$ cat src/rtl/cfg_bridge_pkg.sv
// Shared types and constants for the configuration access bridge.
// Assumes a 32-bit downstream data path.
package cfg_bridge_pkg;

    localparam int DW = 32;
    localparam int PACK_W = 32;

    typedef enum logic [1:0] {
        SZ_BYTE = 2'd0,
        SZ_HALF = 2'd1,
        SZ_WORD = 2'd2,
        SZ_WRD3 = 2'd3
    } acc_size_e;

    typedef enum logic [1:0] {
        ST_IDLE = 2'd0,
        ST_RD   = 2'd1,
        ST_WR   = 2'd2,
        ST_RESP = 2'd3
    } seq_state_e;

    // Dword index (offset bits 11:2) of the class/revision register
    localparam logic [9:0] CLASS_DW_IDX = 10'h002;
    localparam logic [DW-1:0] ALL_ONES = '1;

endpackage

$ cat src/rtl/cfg_route.sv
// Address router: decides whether a configuration request is routable and
// computes its downstream word address. Bus 0 selects a root-port window
// by device number (device N -> port N-1); other buses go to the extended
// window through a packed offset. Purely combinational; assumes AW >= 32.
module cfg_route
    import cfg_bridge_pkg::*;
#(
    parameter int NUM_RP = 3,
    parameter int AW     = 32
) (
    input  logic [7:0]           bus_i,
    input  logic [4:0]           dev_i,
    input  logic [2:0]           func_i,
    input  logic [9:0]           off_dw_i,
    input  logic [NUM_RP*AW-1:0] rp_base_i,
    input  logic [NUM_RP-1:0]    rp_en_i,
    input  logic [AW-1:0]        win_base_i,
    input  logic                 dev0_only_i,
    output logic                 hit_o,
    output logic [AW-1:0]        addr_o,
    output logic                 class_dw_o
);

    logic [NUM_RP-1:0] port_match;
    logic [AW-1:0]     masked_base [NUM_RP];
    logic [AW-1:0]     base_sel;
    logic [PACK_W-1:0] packed_off;
    logic [AW-1:0]     root_sum;
    logic [AW-1:0]     win_sum;
    logic              is_root;

    // One comparator per root port: match when enabled and device == index+1
    for (genvar g = 0; g < NUM_RP; g++) begin : g_port
        assign port_match[g]  = rp_en_i[g] && (dev_i == 5'(g + 1));
        assign masked_base[g] = port_match[g] ? rp_base_i[g*AW +: AW] : '0;
    end

    // OR-combine the (at most one) selected port base
    always_comb begin
        base_sel = '0;
        for (int i = 0; i < NUM_RP; i++) begin
            base_sel = base_sel | masked_base[i];
        end
    end

    // Packed extended-window offset: upper offset nibble sits above the bus
    assign packed_off = {4'h0, off_dw_i[9:6], bus_i, dev_i, func_i, off_dw_i[5:0], 2'b00};

    // Candidate addresses and the routing decision
    always_comb begin
        is_root    = (bus_i == 8'h00);
        root_sum   = base_sel + AW'({off_dw_i, 2'b00});
        win_sum    = win_base_i + AW'(packed_off);
        hit_o      = is_root ? (|port_match) : !(dev0_only_i && (dev_i != 5'd0));
        addr_o     = (is_root ? root_sum : win_sum) & ~AW'(3);
        class_dw_o = is_root && (off_dw_i == CLASS_DW_IDX);
    end

endmodule

$ cat src/rtl/cfg_lane.sv
// Byte-lane unit: extracts a zero-extended byte/halfword/word from a 32-bit
// word and merges right-aligned write data into the addressed lanes.
// Halfword lane is chosen by lane_i[1]; lane_i[0] is ignored for halves.
module cfg_lane
    import cfg_bridge_pkg::*;
(
    input  logic [1:0]    size_i,
    input  logic [1:0]    lane_i,
    input  logic [DW-1:0] word_i,
    input  logic [DW-1:0] wdata_i,
    output logic [DW-1:0] merged_o,
    output logic [DW-1:0] extract_o
);

    localparam int NB = DW / 8;

    logic [NB-1:0] byte_en;
    logic [DW-1:0] rep_data;
    logic [4:0]    shamt;
    logic [DW-1:0] shifted;

    // Byte enables, replicated write data and read shift per size code
    always_comb begin
        case (acc_size_e'(size_i))
            SZ_BYTE: begin
                byte_en  = NB'(1) << lane_i;
                rep_data = {NB{wdata_i[7:0]}};
                shamt    = {lane_i, 3'b000};
            end
            SZ_HALF: begin
                byte_en  = lane_i[1] ? 4'b1100 : 4'b0011;
                rep_data = {2{wdata_i[15:0]}};
                shamt    = {lane_i[1], 4'b0000};
            end
            default: begin
                byte_en  = '1;
                rep_data = wdata_i;
                shamt    = 5'd0;
            end
        endcase
    end

    // Per-lane merge of new bytes over the old word
    for (genvar b = 0; b < NB; b++) begin : g_lane
        assign merged_o[b*8 +: 8] = byte_en[b] ? rep_data[b*8 +: 8] : word_i[b*8 +: 8];
    end

    // Shift the selected lanes down and zero-extend
    always_comb begin
        shifted = word_i >> shamt;
        case (acc_size_e'(size_i))
            SZ_BYTE: extract_o = {24'h0, shifted[7:0]};
            SZ_HALF: extract_o = {16'h0, shifted[15:0]};
            default: extract_o = shifted;
        endcase
    end

endmodule

$ cat src/rtl/cfg_seq.sv
// Transaction sequencer: accepts one request, runs the read, read-modify-write
// or write on the downstream bus, then pulses a one-cycle response.
// Assumes route results and fixup flag are valid with the request.
module cfg_seq
    import cfg_bridge_pkg::*;
#(
    parameter int AW = 32
) (
    input  logic          clk,
    input  logic          rst_n,
    input  logic          req_valid,
    output logic          req_ready,
    input  logic          req_write,
    input  logic [1:0]    req_size,
    input  logic [1:0]    req_lane,
    input  logic [DW-1:0] req_wdata,
    input  logic          route_hit,
    input  logic [AW-1:0] route_addr,
    input  logic          fix_req,
    output logic          mem_valid,
    output logic          mem_write,
    output logic [AW-1:0] mem_addr,
    output logic [DW-1:0] mem_wdata,
    input  logic          mem_ready,
    input  logic [DW-1:0] lane_merged,
    input  logic [DW-1:0] lane_extract,
    output logic [1:0]    cur_size,
    output logic [1:0]    cur_lane,
    output logic [DW-1:0] cur_data,
    output logic          cur_fix,
    output logic          rd_valid,
    output logic [DW-1:0] rd_data,
    output logic          wr_done
);

    seq_state_e    st;
    logic          wr_q;
    logic [1:0]    sz_q;
    logic [1:0]    lane_q;
    logic [AW-1:0] addr_q;
    logic [DW-1:0] data_q;
    logic [DW-1:0] rdata_q;
    logic          fix_q;
    logic          sub_word;

    assign sub_word = (req_size == SZ_BYTE) || (req_size == SZ_HALF);

    // State and transaction registers
    always_ff @(posedge clk) begin
        if (!rst_n) begin
            st      <= ST_IDLE;
            wr_q    <= 1'b0;
            sz_q    <= 2'd0;
            lane_q  <= 2'd0;
            addr_q  <= '0;
            data_q  <= '0;
            rdata_q <= '0;
            fix_q   <= 1'b0;
        end else begin
            case (st)
                ST_IDLE: begin
                    if (req_valid) begin
                        wr_q   <= req_write;
                        sz_q   <= req_size;
                        lane_q <= req_lane;
                        addr_q <= route_addr;
                        data_q <= req_wdata;
                        fix_q  <= fix_req;
                        if (!route_hit) begin
                            rdata_q <= ALL_ONES;
                            st      <= ST_RESP;
                        end else if (!req_write || sub_word) begin
                            st <= ST_RD;
                        end else begin
                            st <= ST_WR;
                        end
                    end
                end
                ST_RD: begin
                    if (mem_ready) begin
                        if (wr_q) begin
                            data_q <= lane_merged;
                            st     <= ST_WR;
                        end else begin
                            rdata_q <= lane_extract;
                            st      <= ST_RESP;
                        end
                    end
                end
                ST_WR: begin
                    if (mem_ready) begin
                        st <= ST_RESP;
                    end
                end
                default: begin
                    st <= ST_IDLE;
                end
            endcase
        end
    end

    // Moore outputs decoded from the state registers
    always_comb begin
        req_ready = (st == ST_IDLE);
        mem_valid = (st == ST_RD) || (st == ST_WR);
        mem_write = (st == ST_WR);
        mem_addr  = addr_q;
        mem_wdata = data_q;
        rd_valid  = (st == ST_RESP) && !wr_q;
        wr_done   = (st == ST_RESP) && wr_q;
        rd_data   = rdata_q;
        cur_size  = sz_q;
        cur_lane  = lane_q;
        cur_data  = data_q;
        cur_fix   = fix_q;
    end

endmodule

$ cat src/rtl/cfg_addr_bridge.sv
// Configuration access bridge top: routes a bus/device/function/offset
// request to a root-port window (bus 0) or the extended configuration
// window (other buses), merges sub-word writes by read-modify-write and
// returns all ones for unroutable reads. One request in flight at a time.
// Assumes word-aligned window bases.
module cfg_addr_bridge
    import cfg_bridge_pkg::*;
#(
    parameter int         NUM_RP       = 3,
    parameter int         AW           = 32,
    parameter logic [7:0] BRIDGE_CLASS = 8'h06
) (
    input  logic                 clk,
    input  logic                 rst_n,
    input  logic                 strap_dev0_only,
    input  logic                 strap_class_fix,
    input  logic [NUM_RP*AW-1:0] rp_base,
    input  logic [NUM_RP-1:0]    rp_en,
    input  logic [AW-1:0]        win_base,
    input  logic                 req_valid,
    output logic                 req_ready,
    input  logic                 req_write,
    input  logic [7:0]           req_bus,
    input  logic [4:0]           req_dev,
    input  logic [2:0]           req_func,
    input  logic [11:0]          req_off,
    input  logic [1:0]           req_size,
    input  logic [DW-1:0]        req_wdata,
    output logic                 rd_valid,
    output logic [DW-1:0]        rd_data,
    output logic                 wr_done,
    output logic                 mem_valid,
    input  logic                 mem_ready,
    output logic                 mem_write,
    output logic [AW-1:0]        mem_addr,
    output logic [DW-1:0]        mem_wdata,
    input  logic [DW-1:0]        mem_rdata
);

    logic          route_hit;
    logic [AW-1:0] route_addr;
    logic          class_dw;
    logic          fix_req;
    logic [1:0]    cur_size;
    logic [1:0]    cur_lane;
    logic [DW-1:0] cur_data;
    logic          cur_fix;
    logic [DW-1:0] fixed_word;
    logic [DW-1:0] lane_merged;
    logic [DW-1:0] lane_extract;

    cfg_route #(
        .NUM_RP (NUM_RP),
        .AW     (AW)
    ) u_route (
        .bus_i       (req_bus),
        .dev_i       (req_dev),
        .func_i      (req_func),
        .off_dw_i    (req_off[11:2]),
        .rp_base_i   (rp_base),
        .rp_en_i     (rp_en),
        .win_base_i  (win_base),
        .dev0_only_i (strap_dev0_only),
        .hit_o       (route_hit),
        .addr_o      (route_addr),
        .class_dw_o  (class_dw)
    );

    // Class fixup applies only to reads of the bus-0 class/revision dword
    assign fix_req = strap_class_fix && class_dw && !req_write;

    // Patch the class byte of the returned word when the fixup is armed
    assign fixed_word = cur_fix ? {mem_rdata[31:24], BRIDGE_CLASS, mem_rdata[15:0]} : mem_rdata;

    cfg_lane u_lane (
        .size_i    (cur_size),
        .lane_i    (cur_lane),
        .word_i    (fixed_word),
        .wdata_i   (cur_data),
        .merged_o  (lane_merged),
        .extract_o (lane_extract)
    );

    cfg_seq #(
        .AW (AW)
    ) u_seq (
        .clk          (clk),
        .rst_n        (rst_n),
        .req_valid    (req_valid),
        .req_ready    (req_ready),
        .req_write    (req_write),
        .req_size     (req_size),
        .req_lane     (req_off[1:0]),
        .req_wdata    (req_wdata),
        .route_hit    (route_hit),
        .route_addr   (route_addr),
        .fix_req      (fix_req),
        .mem_valid    (mem_valid),
        .mem_write    (mem_write),
        .mem_addr     (mem_addr),
        .mem_wdata    (mem_wdata),
        .mem_ready    (mem_ready),
        .lane_merged  (lane_merged),
        .lane_extract (lane_extract),
        .cur_size     (cur_size),
        .cur_lane     (cur_lane),
        .cur_data     (cur_data),
        .cur_fix      (cur_fix),
        .rd_valid     (rd_valid),
        .rd_data      (rd_data),
        .wr_done      (wr_done)
    );

endmodule

$ cat config.mk
export PLATFORM = sky130hd
export DESIGN_NAME = cfg_addr_bridge
export DESIGN_NICKNAME = d
export VERILOG_FILES = /design/src/rtl/cfg_bridge_pkg.sv /design/src/rtl/cfg_route.sv /design/src/rtl/cfg_lane.sv /design/src/rtl/cfg_seq.sv /design/src/rtl/cfg_addr_bridge.sv
export SDC_FILE = /design/constraint.sdc
export NUM_CORES = 1
export LEC_CHECK = 0
export ABC_AREA = 1
export CORE_AREA = 2 2 159 161
export CTS_CLUSTER_SIZE = 16
export DETAILED_ROUTE_END_ITERATION = 8
export DIE_AREA = 0 0 161 163
export PLACE_DENSITY_LB_ADDON = 0.15
export SYNTH_ARGS = -nofsm -noshare
export SYNTH_HDL_FRONTEND = slang
export SYNTH_HIERARCHICAL = 1
export SYNTH_SLANG_ARGS = --single-unit
$ cat constraint.sdc
create_clock -name clk -period 3.6 [get_ports clk]
set_clock_uncertainty 0.1 [all_clocks]
set_input_delay 0.9 -clock clk [delete_from_list [all_inputs] [get_ports clk]]
set_output_delay 0.9 -clock clk [all_outputs]
set_load 0.05 [all_outputs]
==> results.py, run 1 <==
metrics = {
    "critical_path": {
        "cpPeakStageDelay_ns": 0.39,
        "startpoint_type": "input pin",
        "path_cells": "dlygate4sd2_1 > nand2_2 > nor2_4 > nand2_1 > nand3_1 > ha_1 > a21o_1 > nor2_1 > nand2_1 > nor2_1 > buf_4 > inv_1 > nand2_2 > nor2_2 > or2_2 > nand3_1 > nand2_1 > o21ai_1 > nor2_1",
        "cp-end-kind": "flop",
        "slowest_stage": "dlygate4sd2_1",
        "cp.required_ns": 3.74,
        "path_max_fanout": 6,
        "worst-setup-path-type": "input pin to flop",
        "cp_data_arrival_time_ns": 3.61,
        "reg2regPathDepth": 8,
    },
    "power_and_ir_drop": {
        "leakage_uw": 0.007029,
        "peakVddDrop_v": 0.0005306,
        "power.total_uw": 9284,
        "powerDensity_mw_per_mm2": 624.8,
    },
    "synth": {
        "synth-edff-count": 0,
        "yosys.area.top_type": "dfxtp_1",
        "synth.area.top_cells": "dfxtp_1 (20%), nand2_1 (19%), nor2_1 (12%)",
        "syn_avg_cell_area_um2": 5.762,
        "synth-seq-cells": 104,
        "synth_top_area_frac": 0.2009,
        "syn_area_mm2": 0.01036,
        "synthTopCellsByCount": "nand2_1 (534), nor2_1 (334), nand3_1 (148)",
        "synth_cells": 1799,
        "yosysWarnings": 6,
        "synth_ff_type": "dfxtp_1",
        "synth.most_common_cell": "nand2_1",
        "ys_types": 49,
        "async_flop_share": 0,
        "seq_area_frac_synth": 0.2009,
    },
    "die": {
        "die_w_um": 161,
        "coreArea_mm2": 0.02467,
        "start_util": 0.4201,
        "fp.dieArea_mm2": 0.02624,
        "pin_count": 333,
        "die_h_um": 163,
        "rows": 58,
    },
    "timing": {
        "finalMaxSlewViolations": 0,
        "fmax_mhz": 288.8,
        "setup_viol": 0,
        "post-route-period-util": 0.9620,
        "rsz0062_at_grt": "true",
        "layout_setup_ws_ns": 0.1369,
        "fin_hold_ws_ns": 0.3732,
        "worstMarginPinSlew_ns": 1.019,
        "hold_viol": 0,
        "maxSlewHeadroom": 0.3207,
        "period_needed_ns": 3.463,
    },
    "global_routing": {
        "antenna_found_initial": 2,
        "grt_overflow": 0,
        "grt_usage": 0.2948,
        "grt_pass1_vias": 11990,
        "grt_pass1_wl_um": 62180,
        "grt_max_degree": 65,
    },
    "drt": {
        "vias": 12940,
        "antenna_left": 0,
        "wl_um": 40270,
        "drt_iter0_markers": 827,
        "avgViaCountPerCell": 5.194,
        "avgRoutedWirePerCell_um": 16.16,
        "post-route-drc-count": 0,
        "drtPass1Iterations": 6,
    },
    "final_layout": {
        "finish.utilization": 0.6022,
        "fin_nets": 2429,
        "drive_gt1_frac": 0.1283,
        "fin_cells": 2491,
        "fill_cells": 2440,
        "syn_to_final_growth_pct": 43.36,
    },
    "clocking": {
        "cts_hold_buf": 0,
        "clock_latency_ns": 0.36,
        "cts-buffers-inserted": 9,
        "cts-root-buf": "clkbuf_16",
        "cts_tree": "done",
        "cts_buffer_depth": 2,
        "cts-htree-levels": 3,
        "numClockSinks": 104,
        "path_clk_slew_ns": 0.07,
    },
    "hold_path": {
        "hold_depth": 2,
        "hp-class": "flop to flop",
    },
    "placement": {
        "gp_congestion": 0.9801,
        "dp_hpwl_um": 31270,
        "post-place-cells": 2460,
        "place_ws_ns": -0.6957,
        "io_buffers": 324,
    },
    "status": {
        "status": "finished, final reports clean",
    },
    "job": {
        "maxCapViolCount": 0,
    },
}
-- layer usage --
metal,track usage,wire length [µm],vias up
li1,-,-,6487
met1,0.3819,17160,5788
met2,0.5053,18830,586
met3,0.04074,2890,78
met4,0.09781,1381,0
met5,0,0,-
-- cell families after synthesis --
family,Yosys count,synth area share
buf+inv,249,0.1193
simple gates,1177,0.5071
compound gates,218,0.1130
fa+ha+maj,43,0.05336
flops,104,0.2009
mux,1,0.0009658
other cells,1,0.0003618
xor+xnor,6,0.005070
-- state kept, by name (all words and copies together), names as in the netlist --
register,cells
u_seq/rd_data,32
u_seq/mem_addr,32
u_seq/wr_q,1
u_seq/st,2
u_seq/cur_fix,1
u_seq/cur_lane,2
u_seq/cur_size,2
u_seq/cur_data,32
-- worst max-delay path, delay by kind of cell --
kind                     cells  cell delay [ns]
adder cells (fa/ha/maj)      1             0.26
AND/OR/NAND/NOR             13             1.51
buffers and inverters        3             0.61
AO/OA/AOI/OAI                2             0.32
-- final cells by class --
class	count	area, µm²	area share
Antenna cell	2	5.005	0.0003368
Clock buffer	11	252.7	0.01701
Clock inverter	5	38.79	0.002610
Inverter	134	504.2	0.03393
Multi-Input combinational cell	1451	7326	0.4930
Sequential cell	104	2082	0.1401
Tap cell	330	412.9	0.02779
Timing Repair Buffer	454	4238	0.2852
-- worst paths after layout --
kind                 startpoint  slack (ns)                  to
min          u_seq/mem_addr[17]        0.37  u_seq/mem_addr[17]
max reg2reg   u_seq/cur_size[1]        0.82   u_seq/cur_data[1]
min reg2reg  u_seq/mem_addr[17]        0.37  u_seq/mem_addr[17]
max                  req_dev[1]        0.14  u_seq/mem_addr[18]
-- repair_timing --
item	4_1_cts	5_1_grt
cloned	2	3
pin swaps	14	17
buffers inserted	4	4
resized for setup	39	38
endpoints found under the setup margin	25	55
-- through the flow --
stage          TNS [ns]  instance area, µm²
2_1_floorplan         0               10370
3_3_place_gp     -19.80               14220
3_5_place_dp     -24.84               14220
4_1_cts               0               14690
5_1_grt         -0.1449               14850
6_report              0               14860
-- where the power goes --
part           internal (µW)  leakage [µW]  switching (µW)
Sequential              1600      0.000862             370
Combinational           2070       0.00602            4240
Clock                    514      0.000143             494
-- layout by cell type, fill, tap and decap left out, drive strengths merged, types with 2 or more instances in the layout --
cell type / synthesis / final
a21oi: 76 / 76
nor2: 365 / 369
a21boi: 5 / 5
xnor2: 2 / 2
diode: 0 / 2
clkdlybuf4s50: 0 / 317
clkinv: 2 / 3
clkbuf: 34 / 13
a31oi: 2 / 2
o21bai: 12 / 12
xor2: 4 / 4
clkdlybuf4s15: 0 / 2
dfxtp: 104 / 104
and2: 2 / 2
o21a: 2 / 2
inv: 132 / 135
nor4: 4 / 4
nor3: 6 / 6
a21o: 5 / 5
ha: 41 / 41
buf: 81 / 131
nand3: 169 / 169
conb: 1 / 2
nand2: 552 / 552
fa: 2 / 2
nand4: 57 / 57
o21ai: 112 / 112
or4: 2 / 2
or2: 8 / 8
nand3b: 12 / 12
Note: power is estimated with default switching activity, not from simulation.
==> run 2: changes to the inputs <==
--- a/config.mk
+++ b/config.mk
@@ -6,10 +6,12 @@
 export NUM_CORES = 1
 export LEC_CHECK = 0
 export ABC_AREA = 1
-export CORE_AREA = 2 2 159 161
+export CELL_PAD_IN_SITES_DETAIL_PLACEMENT = 1
+export CELL_PAD_IN_SITES_GLOBAL_PLACEMENT = 2
+export CORE_AREA = 2 2 226 228
 export CTS_CLUSTER_SIZE = 16
 export DETAILED_ROUTE_END_ITERATION = 8
-export DIE_AREA = 0 0 161 163
+export DIE_AREA = 0 0 228 230
 export PLACE_DENSITY_LB_ADDON = 0.15
 export SYNTH_ARGS = -nofsm -noshare
 export SYNTH_HDL_FRONTEND = slang
==> results.py, run 2 (same netlist as run 1, synthesis figures left out) <==
metrics = {
    "status": {
        "status": "finished, final reports clean",
    },
    "critical_path": {
        "startpoint_type": "input pin",
        "cp-end-kind": "flop",
        "crit-reg2reg-launch": "u_seq/cur_size[1]",
        "worst-setup-path-type": "input pin to flop",
        "worstSetupStartpoint": "req_dev[1]",
        "path_max_fanout": 8,
        "cp_data_arrival_time_ns": 3.66,
        "cp.required_ns": 3.78,
    },
    "clocking": {
        "clock_latency_ns": 0.39,
        "numClockSinks": 104,
        "cts_hold_buf": 0,
        "cts-htree-levels": 3,
        "cts_tree": "done",
        "cts-buffers-inserted": 9,
        "cts_buffer_depth": 2,
        "path_clk_slew_ns": 0.07,
        "cts-root-buf": "clkbuf_16",
    },
    "drt": {
        "post-route-drc-count": 0,
        "vias": 13100,
        "wl_um": 54180,
        "avgViaCountPerCell": 4.553,
        "avgRoutedWirePerCell_um": 18.83,
        "drtPass1Iterations": 5,
        "antenna_left": 0,
        "drt_iter0_markers": 477,
    },
    "final_layout": {
        "fill_cells": 6395,
        "diodes": 0,
        "multi_input_area_mm2": 0.007347,
        "final-seq-area_mm2": 0.002082,
        "layout_commonest_cell": "nand2_1",
        "syn_to_final_growth_pct": 51.82,
        "mostFrequentLayoutCells": "nand2_1 (525), nor2_1 (329), clkdlybuf4s50_1 (319)",
        "fin_nets": 2475,
        "drive_gt1_frac": 0.1469,
    },
    "timing": {
        "post-route-period-util": 0.9647,
        "worstMarginPinSlew_ns": 0.6385,
        "fmax_mhz": 287.9,
        "layout_setup_ws_ns": 0.1269,
        "fin_tns_setup_ns": 0,
        "period_needed_ns": 3.473,
        "rsz0062_at_grt": "true",
        "hold_viol": 0,
        "setup_viol": 0,
        "maxSlewHeadroom": 0.5730,
        "finalMaxSlewViolations": 0,
    },
    "placement": {
        "gp_congestion": 0.8554,
        "io_buffers": 324,
        "dp_hpwl_um": 43910,
        "place_ws_ns": -0.8201,
    },
    "hold_path": {
        "hp-class": "flop to flop",
        "worstHoldStart": "u_seq/mem_addr[14]",
    },
    "die": {
        "start_util": 0.2079,
        "pin_count": 333,
        "die_h_um": 230,
        "fp.dieArea_mm2": 0.05244,
        "coreArea_mm2": 0.04986,
        "die_w_um": 228,
        "rows": 82,
    },
    "global_routing": {
        "grt_pass1_wl_um": 81870,
        "grt_pass1_vias": 14040,
        "antenna_found_initial": 0,
        "grt_max_degree": 62,
        "grt_usage": 0.2021,
        "grt_overflow": 0,
    },
    "power_and_ir_drop": {
        "powerDensity_mw_per_mm2": 624.0,
        "peakVddDrop_v": 0.0003488,
        "leakage_uw": 0.007284,
    },
    "job": {
        "maxCapViolCount": 0,
    },
}
## run 2: changes by cell type in the layout (fill, tap and decap cells not counted), moves of 3 or more
| cell | previous run | this run |
|---|---|---|
| buf_12 | 2 | 7 |
| buf_4 | 126 | 168 |
| clkinv_2 | 2 | 5 |
| nand2_4 | 9 | 12 |
## run 2: critical path, cell delays in order
cell and delay (ns):
clkdlybuf4s50_1 0.47, buf_6 0.15, nand2_2 0.11, nor2_2 0.23
nand2_1 0.11, nand3_2 0.11, ha_4 0.14, buf_4 0.11
nand2_1 0.06, nor2_1 0.14, nand3_1 0.11, nand3_2 0.13
nand3_4 0.11, nand2_8 0.11, nand3_4 0.08, buf_4 0.14
nor2_1 0.08, nand2_1 0.05, nand3_1 0.08, nand2_1 0.05
o21ai_1 0.13, nor2_1 0.05
## run 2: layout make-up
class                           count  share of cell area
Clock buffer                        9             0.01431
Clock inverter                      7            0.004532
Inverter                          134             0.03212
Multi-Input combinational cell   1450              0.4669
Sequential cell                   104              0.1323
Tap cell                          672             0.05343
Timing Repair Buffer              501              0.2964
## run 2: stage by stage
step	cells	hold WS, ns	area (µm²)	utilization	total power (µW)
global route	2877	0.4127	15740	0.3156	10600
detailed placement	2846	0.3727	15050	0.3018	8769
global placement	2846	0.3624	15050	0.3018	8682
finish	2877	0.3821	15740	0.3156	9820
floorplan	1800	0.3563	10370	-	6496
CTS	2869	0.3883	15550	0.3118	9913
## run 2: path summary, 6_finish.rpt
check / endpoint / slack (ns) / cells past startpoint
worst max-delay path: u_seq/mem_addr[27] / 0.13 / 22
worst max register to register: u_seq/cur_data[1] / 1.14 / 10
worst min register to register: u_seq/mem_addr[14] / 0.38 / 2
worst min-delay path: u_seq/mem_addr[14] / 0.38 / 2
## run 2: where the power goes
part	total [µW]	internal (µW)	switching [µW]
Sequential	2010	1600	407
Clock	1070	542	530
Combinational	6740	2220	4520
Total	9820	4360	5460
## run 2: timing repair
action	in CTS	in global routing
hold endpoints to repair	0	0
endpoints found under the setup margin	24	42
buffers inserted	5	6
resized for setup	53	24
pin swaps	20	15
cloned	2	2
## run 2: layer usage
layer / GRT usage / vias up / share of wire
li1: - / 6572 / -
met1: 0.2266 / 6245 / 0.41
met2: 0.3951 / 243 / 0.53
met3: 0.03224 / 40 / 0.037
met4: 0.04718 / 0 / 0.022
met5: 0 / - / 0
